<file path="config.mk">
export PLATFORM = sky130hd
export DESIGN_NAME = seg_ea_gen
export DESIGN_NICKNAME = d
export VERILOG_FILES = /design/src/rtl/seg_ea_pkg.sv /design/src/rtl/seg_ea_decode.sv /design/src/rtl/seg_ea_form.sv /design/src/rtl/seg_ea_seq.sv /design/src/rtl/seg_ea_gen.sv
export SDC_FILE = /design/constraint.sdc
export NUM_CORES = 1
export LEC_CHECK = 0
export CAP_MARGIN = 25
export CORE_ASPECT_RATIO = 0.7
export CORE_MARGIN = 1.5
export CORE_UTILIZATION = 32
export CTS_BUF_LIST = sky130_fd_sc_hd__clkbuf_4 sky130_fd_sc_hd__clkbuf_8
export CTS_CLUSTER_SIZE = 25
export DETAILED_ROUTE_END_ITERATION = 8
export PLACE_DENSITY = 0.65
export SLEW_MARGIN = 20
export SYNTH_ARGS = -nofsm -noshare
export SYNTH_HDL_FRONTEND = slang
export SYNTH_SLANG_ARGS = --single-unit
</file>
<file path="constraint.sdc">
create_clock -name clk -period 5.3 [get_ports clk]
set_clock_uncertainty 0.05 [all_clocks]
set_input_delay 1.06 -clock clk [delete_from_list [all_inputs] [get_ports clk]]
set_output_delay 1.06 -clock clk [all_outputs]
set_load 0.005 [all_outputs]
</file>
<file path="src/rtl/seg_ea_pkg.sv">
package seg_ea_pkg;
  typedef enum logic [1:0] {
    ST_IDLE  = 2'd0,
    ST_READ  = 2'd1,
    ST_WBACK = 2'd2,
    ST_DONE  = 2'd3
  } seq_state_e;

  typedef struct packed {
    logic via_ptr;    // pointer flag set: one memory read needed
    logic via_cell;   // pointer goes through an auto-increment cell
    logic add_index;  // index register is added at the end
  } ref_kind_t;
endpackage

</file>
<file path="src/rtl/seg_ea_decode.sv">
module seg_ea_decode
  import seg_ea_pkg::*;
#(
  parameter int W       = 18,
  parameter int AW      = 17,
  parameter int PG_OFF  = 12,
  parameter int BK_OFF  = 13,
  parameter int CELL_LO = 8,
  parameter int CELL_N  = 8
) (
  input  logic [BK_OFF:0]       instr_lo,   // vector bits BK_OFF..0 of the instruction
  input  logic [W-PG_OFF-1:0]   pc_hi,      // program-counter bits above the page offset
  input  logic                  bank_mode,
  output ref_kind_t             kind,
  output logic [W-1:0]          near_word,
  output logic [AW-1:0]         fetch_addr
);
  localparam int PTR_POS = BK_OFF;       // machine bit 4
  localparam int IDX_POS = BK_OFF - 1;   // machine bit 5
  localparam int BK_HI   = W - BK_OFF;

  logic [BK_OFF-1:0] opnd;
  logic [W-1:0]      pg_word, bk_word;
  logic              in_cells;

  assign pg_word = {pc_hi, instr_lo[PG_OFF-1:0]};
  assign bk_word = {pc_hi[W-PG_OFF-1 -: BK_HI], instr_lo[BK_OFF-1:0]};
  assign opnd    = bank_mode ? instr_lo[BK_OFF-1:0]
                             : {{(BK_OFF-PG_OFF){1'b0}}, instr_lo[PG_OFF-1:0]};

  assign in_cells = (opnd >= BK_OFF'(CELL_LO)) &&
                    (opnd <= BK_OFF'(CELL_LO + CELL_N - 1));

  always_comb begin
    kind.via_ptr   = instr_lo[PTR_POS];
    kind.via_cell  = instr_lo[PTR_POS] && in_cells;
    kind.add_index = !bank_mode && instr_lo[IDX_POS];
    near_word      = bank_mode ? bk_word : pg_word;
    fetch_addr     = kind.via_cell ? AW'(opnd) : near_word[AW-1:0];
  end
endmodule

</file>
<file path="src/rtl/seg_ea_form.sv">
module seg_ea_form #(
  parameter int W     = 18,
  parameter int AW    = 17,
  parameter int BLK_W = 2
) (
  input  logic              via_ptr,
  input  logic              via_cell,
  input  logic              add_index,
  input  logic [W-1:0]      near_word,
  input  logic [BLK_W-1:0]  blk,
  input  logic [W-1:0]      ptr_word,
  input  logic [W-1:0]      xr,
  output logic [AW-1:0]     ea
);
  localparam int SPLICE_W = AW - BLK_W;

  logic [W-1:0] base, sum;
  logic         unused_carry;

  always_comb begin
    if (!via_ptr)      base = near_word;
    else if (via_cell) base = ptr_word;
    else               base = W'({blk, ptr_word[SPLICE_W-1:0]});
    sum = add_index ? base + xr : base;
  end

  assign ea           = sum[AW-1:0];
  assign unused_carry = ^sum[W-1:AW];
endmodule

</file>
<file path="src/rtl/seg_ea_seq.sv">
module seg_ea_seq
  import seg_ea_pkg::*;
#(
  parameter int W  = 18,
  parameter int AW = 17
) (
  input  logic           clk,
  input  logic           rst_n,
  input  logic           req_valid,
  input  logic           start_ptr,
  input  logic           hit_cell,
  input  logic [AW-1:0]  fetch_addr,
  input  logic           mem_ready,
  input  logic [W-1:0]   mem_rdata,
  input  logic           ea_ready,
  output logic           req_ready,
  output logic           ea_valid,
  output logic           mem_req,
  output logic           mem_we,
  output logic [AW-1:0]  mem_addr,
  output logic [W-1:0]   mem_wdata,
  output logic [W-1:0]   ptr_word
);
  seq_state_e state_q;
  logic [W-1:0] ptr_q;

  always_ff @(posedge clk) begin
    if (!rst_n) begin
      state_q <= ST_IDLE;
      ptr_q   <= '0;
    end else begin
      unique case (state_q)
        ST_IDLE:  if (req_valid) state_q <= start_ptr ? ST_READ : ST_DONE;
        ST_READ:  if (mem_ready) begin
                    ptr_q   <= hit_cell ? mem_rdata + 1'b1 : mem_rdata;
                    state_q <= hit_cell ? ST_WBACK : ST_DONE;
                  end
        ST_WBACK: if (mem_ready) state_q <= ST_DONE;
        ST_DONE:  if (ea_ready) state_q <= ST_IDLE;
        default:  state_q <= ST_IDLE;
      endcase
    end
  end

  assign req_ready = (state_q == ST_IDLE);
  assign ea_valid  = (state_q == ST_DONE);
  assign mem_req   = (state_q == ST_READ) || (state_q == ST_WBACK);
  assign mem_we    = (state_q == ST_WBACK);
  assign mem_addr  = fetch_addr;
  assign mem_wdata = ptr_q;
  assign ptr_word  = ptr_q;

  // an offered access is held until accepted
  a_r9_mem_hold: assert property (@(posedge clk) disable iff (!rst_n)
    (mem_req && !mem_ready) |=> (mem_req && $stable(mem_addr) &&
                                 $stable(mem_we) && $stable(mem_wdata)));

  // write-back targets the cell that was just read
  a_r5_wb_same_cell: assert property (@(posedge clk) disable iff (!rst_n)
    $rose(mem_we) |-> $stable(mem_addr));

  // write-back data is the read word plus one
  a_r5_wb_increment: assert property (@(posedge clk) disable iff (!rst_n)
    $rose(mem_we) |-> (mem_wdata == W'($past(mem_rdata) + 1'b1)));
endmodule

</file>
<file path="src/rtl/seg_ea_gen.sv">
module seg_ea_gen
  import seg_ea_pkg::*;
#(
  parameter int W       = 18,
  parameter int AW      = 17,
  parameter int PG_OFF  = 12,
  parameter int BK_OFF  = 13,
  parameter int BLK_W   = 2,
  parameter int CELL_LO = 8,
  parameter int CELL_N  = 8
) (
  input  logic           clk,
  input  logic           rst_n,
  input  logic           req_valid,
  output logic           req_ready,
  input  logic [W-1:0]   req_instr,
  input  logic [W-1:0]   req_pc,
  input  logic           req_bank_mode,
  input  logic [W-1:0]   req_xr,
  output logic           mem_req,
  output logic           mem_we,
  output logic [AW-1:0]  mem_addr,
  output logic [W-1:0]   mem_wdata,
  input  logic [W-1:0]   mem_rdata,
  input  logic           mem_ready,
  output logic           ea_valid,
  input  logic           ea_ready,
  output logic [AW-1:0]  ea
);
  ref_kind_t         kind_d, kind_q;
  logic [W-1:0]      near_d, near_q;
  logic [AW-1:0]     fetch_d, fetch_q;
  logic [BLK_W-1:0]  blk_q;
  logic [W-1:0]      xr_q;
  logic [W-1:0]      ptr_word;
  logic              take;
  logic              unused_fields;

  assign unused_fields = ^{req_pc[PG_OFF-1:0], req_instr[W-1:BK_OFF+1]};
  assign take          = req_valid && req_ready;

  seg_ea_decode #(
    .W(W), .AW(AW), .PG_OFF(PG_OFF), .BK_OFF(BK_OFF),
    .CELL_LO(CELL_LO), .CELL_N(CELL_N)
  ) u_decode (
    .instr_lo   (req_instr[BK_OFF:0]),
    .pc_hi      (req_pc[W-1:PG_OFF]),
    .bank_mode  (req_bank_mode),
    .kind       (kind_d),
    .near_word  (near_d),
    .fetch_addr (fetch_d)
  );

  always_ff @(posedge clk) begin
    if (!rst_n) begin
      kind_q  <= '0;
      near_q  <= '0;
      fetch_q <= '0;
      blk_q   <= '0;
      xr_q    <= '0;
    end else if (take) begin
      kind_q  <= kind_d;
      near_q  <= near_d;
      fetch_q <= fetch_d;
      blk_q   <= req_pc[AW-1 -: BLK_W];
      xr_q    <= req_xr;
    end
  end

  seg_ea_seq #(.W(W), .AW(AW)) u_seq (
    .clk        (clk),
    .rst_n      (rst_n),
    .req_valid  (req_valid),
    .start_ptr  (kind_d.via_ptr),
    .hit_cell   (kind_q.via_cell),
    .fetch_addr (fetch_q),
    .mem_ready  (mem_ready),
    .mem_rdata  (mem_rdata),
    .ea_ready   (ea_ready),
    .req_ready  (req_ready),
    .ea_valid   (ea_valid),
    .mem_req    (mem_req),
    .mem_we     (mem_we),
    .mem_addr   (mem_addr),
    .mem_wdata  (mem_wdata),
    .ptr_word   (ptr_word)
  );

  seg_ea_form #(.W(W), .AW(AW), .BLK_W(BLK_W)) u_form (
    .via_ptr   (kind_q.via_ptr),
    .via_cell  (kind_q.via_cell),
    .add_index (kind_q.add_index),
    .near_word (near_q),
    .blk       (blk_q),
    .ptr_word  (ptr_word),
    .xr        (xr_q),
    .ea        (ea)
  );

  // result held under back-pressure
  a_r10_ea_hold: assert property (@(posedge clk) disable iff (!rst_n)
    (ea_valid && !ea_ready) |=> (ea_valid && $stable(ea)));

  // writes only ever land on auto-increment cells
  a_r4_write_cells: assert property (@(posedge clk) disable iff (!rst_n)
    (mem_req && mem_we) |-> ((mem_addr >= AW'(CELL_LO)) &&
                             (mem_addr <= AW'(CELL_LO + CELL_N - 1))));

  // a reference without the pointer flag never touches memory
  a_r1_direct_no_access: assert property (@(posedge clk) disable iff (!rst_n)
    mem_req |-> kind_q.via_ptr);

  // write-back only for cell references
  a_r9_wb_only_cells: assert property (@(posedge clk) disable iff (!rst_n)
    mem_we |-> kind_q.via_cell);
endmodule

</file>
==> results of run 1 <==
-- kinds of logic (layout without fill, tap and decap cells) --
| logic type | after synthesis | after routing | share of synthesized area [%] |
|---|---|---|---|
| adders and majority gates | 22 | 22 | 7.34 |
| buffers and inverters | 44 | 144 | 5.84 |
| xor gates and xnor gates | 30 | 30 | 6.82 |
| and+or+nand+nor | 184 | 184 | 22.3 |
| muxes | 25 | 25 | 7.24 |
| AOI/OAI and AO/OA | 120 | 120 | 18.3 |
| DFF | 62 | 62 | 32.2 |
-- worst paths after layout --
kind               startpoint                   to  slack, ns  cells past startpoint
setup reg to reg    kind_q[1]  u_seq.mem_wdata[17]       3.41                      7
hold / removal    fetch_q[16]          fetch_q[16]       0.40                      2
hold reg to reg   fetch_q[16]          fetch_q[16]       0.40                      2
setup / recovery    kind_q[2]               ea[15]       0.47                      9
-- layout by cell type, fill, tap and decap left out, types with 11 or more instances in the layout --
master / synthesis / final
a211oi_1: 17 / 17
a21oi_1: 71 / 71
clkbuf_8: 0 / 12
clkdlybuf4s50_1: 0 / 115
dfxtp_1: 62 / 60
ha_1: 21 / 21
mux2_2: 23 / 23
nand2_1: 91 / 91
nand3_1: 14 / 14
nor2_1: 37 / 37
o21ai_0: 11 / 11
xnor2_1: 13 / 13
xor2_1: 17 / 17
-- stage by stage --
step | total power, W | hold WS, ns
finish | 0.00181 | 0.402
global route | 0.00196 | 0.426
CTS | 0.00183 | 0.405
detailed placement | 0.00142 | 0.397
global placement | 0.00140 | 0.389
floorplan | 0.00109 | 0.383
-- worst max-delay path, cell delays in order, from the launching register on --
cell and delay (ns):
dfxtp_2 0.53, mux2_2 0.41, ha_1 0.31, a211oi_1 0.33, o211ai_1 0.18, a211oi_1 0.52
a211oi_1 0.21, xnor2_1 0.16, a21oi_1 0.20, clkdlybuf4s50_1 0.53
-- what timing repair did --
action                                  4_1_cts  5_1_grt
resized for setup                             0        1
hold endpoints to repair                      0        0
endpoints found under the setup margin        0        1
-- cell type report --
cell class              instances  area [um^2]
inverters                       8         30.0
multi-input cells             381         2390
clock inverters                 3         17.5
flip-flops and latches         62         1240
clock buffers                  13          173
repair buffers                120         1190
well taps                     157          196
fillers                      1193         6490
-- power groups by stage --
stage	sequential, W	clock, W	combinational [W]
floorplan	0.000611	0	0.000478
CTS	0.000630	0.000414	0.000790
detailed placement	0.000640	0	0.000784
global route	0.000642	0.000436	0.000882
finish	0.000630	0.000402	0.000783
global placement	0.000636	0	0.000768
-- synth_stat cells (2+ instances only) --
cell type,instances
nand2_1,91
a21oi_1,71
dfxtp_1,62
nor2_1,37
mux2_2,23
ha_1,21
clkbuf_1,20
a211oi_1,17
xor2_1,17
nand3_1,14
xnor2_1,13
buf_4,12
o21ai_0,11
inv_1,8
and2_1,6
nand4_1,6
o211ai_1,6
nand2b_1,5
nor3_1,5
a21o_1,3
and3_1,3
nor2b_1,3
nor4b_1,3
buf_1,2
buf_6,2
mux2i_1,2
nor4_1,2
-- sequential cells by signal, indices dropped and copies added, names as in the netlist --
register and flops:
fetch_q 5, kind_q 3, near_q 17, u_seq.mem_wdata 18, u_seq.state_q 2, xr_q 17
-- layer usage --
| layer | global-route usage, % | up-vias | routed length [um] |
|---|---|---|---|
| met4 | 2.15 | 0 | 13 |
| li1 | - | 1889 | - |
| met2 | 29.5 | 112 | 4840 |
| met1 | 22.8 | 1688 | 5180 |
| met5 | 0 | - | 0 |
| met3 | 6.87 | 2 | 828 |
==> key figures, run 1 <==
Drt
  • DR pass1 iterations: 5
  • Post-route ant nets: 0
  • Routed WL: about 11,000 um
  • DRC Markers: 0
  • DR WL/cell: roughly 15 um
  • Vias per inst: between 4 and 5
  • DR vias: roughly 3,700
  • Initial drt markers: between 150 and 200

Finish
  • Finished Layout Cells: approximately 740
  • Nets: a little under 700
  • Final Core Density: 44.7%
  • Design area: about 0.0052 mm^2
  • Layout area overhead: 35.9%
  • # diodes: 0
  • Share of layout cells above drive strength 1: 9.20%

Synth
  • Post-synth EDFFs: 0
  • Share of the synthesized area in the top cell type: between 30% and 40%
  • Syn_nets: between 500 and 600
  • Count of different cell masters after synthesis: just under 50
  • Yosys top cell by area: dfxtp_1
  • Ranking of synthesized cells by area: dfxtp_1 (32%), a21oi_1 (9.2%), nand2_1 (8.9%)
  • Synth Warn #: 0
  • Syn avg cell area: between 7 and 8 um^2
  • Flops & latches, synth: 62
  • Post-Syn Area: slightly below 0.004 mm^2
  • Sequential cell area fraction in the yosys report: 32.2%
  • Mapped Cells: about 490
  • Ys flop type: dfxtp_1
  • Asr flop ratio synth: 0%

Timing
  • Fmax: approximately 0.21 GHz
  • Slew Limit Fails: 0
  • Setup violations, final: 0
  • Fin crit period: 4.83 ns
  • Period utilisation layout: about nine tenths
  • Final worst slack: about 0.47 ns
  • Normalized max-slew margin: between 50% and 60%
  • Tightest Pin Transition: ~0.63 ns
  • RSZ-0062 raised after global routing: false
  • Final hold vios: 0
  • Sum of negative setup slack: 0 ns

Run status
  • Outcome: completed

Floorplanning
  • Core ar.: approximately 0.012 mm^2
  • Chip width: about 130 um
  • I/O pins: approximately 130
  • Die Area: approximately 0.013 mm^2
  • Starting Density: 32.9%
  • Rows: 33
  • Die span in y: between 90 and 100 um

Job
  • Max-cap violations: 0

Worst hold path
  • HP Class: flop to flop

CTS
  • Cts bufs inserted: 9
  • Postcts setup bufs: 0
  • Clock root cell: clkbuf_8
  • Worst-Skew Late Latency: about 0.35 ns
  • Max Root-Sink Buffers: 2
  • Hold buffer count at cts: 0
  • CTS tree: done
  • Worst-path clk slew: about 0.06 ns
  • Clk sinks: a little over 60
  • H-Tree Depth: 3

Global route
  • Total track usage: between 10% and 20%
  • Largest net degree at the start of global routing: 50
  • First-pass GRT wire length: between 15,000 and 20,000 um
  • Initial antenna violation count: 0
  • Total gr overflow: 0
  • Vias in the first global route: roughly 3,600

Power and ir drop
  • P_sw: approximately 0.00065 W
  • Combinational Power Share: 43.1%
  • Switching share of power: a little over a third
  • Flop pwr share: a little over a third
  • Clk pwr share: between 20 and 25%
  • Leak Pwr: 1.93 nW
  • Int Pwr: between 0.001 and 0.0015 W
  • Pwr Density: around 350 mW/mm^2
  • Maximum vdd ir drop: approximately 310 uV

Worst setup path
  • Crit Path Max Fanout: 13
  • Crit start category: flop
  • Critical path type: flop to output port
  • CP arrival: about 3.7 ns
  • Required @ worst endpoint: 4.19 ns
  • Critical path capture point type: output port

Placed design
  • Gpl congestion: 0.863
  • Area after DPL: just over 0.005 mm^2
  • Inst Count DP: around 730
  • Port bufs: 115
  • Worst slack, placed: between 0.6 and 0.7 ns
  • Detailed placer's ending HPWL: approximately 8400 um
Power figures use the tool's default switching activity.
==> inputs of run 2 (changes only) <==
CTS_CLUSTER_SIZE = 10   (was 25)
GPL_ROUTABILITY_DRIVEN = 0   (was default)
==> results of run 2 <==
Same layout as run 1: the final DEF is identical, and so are final timing and power.
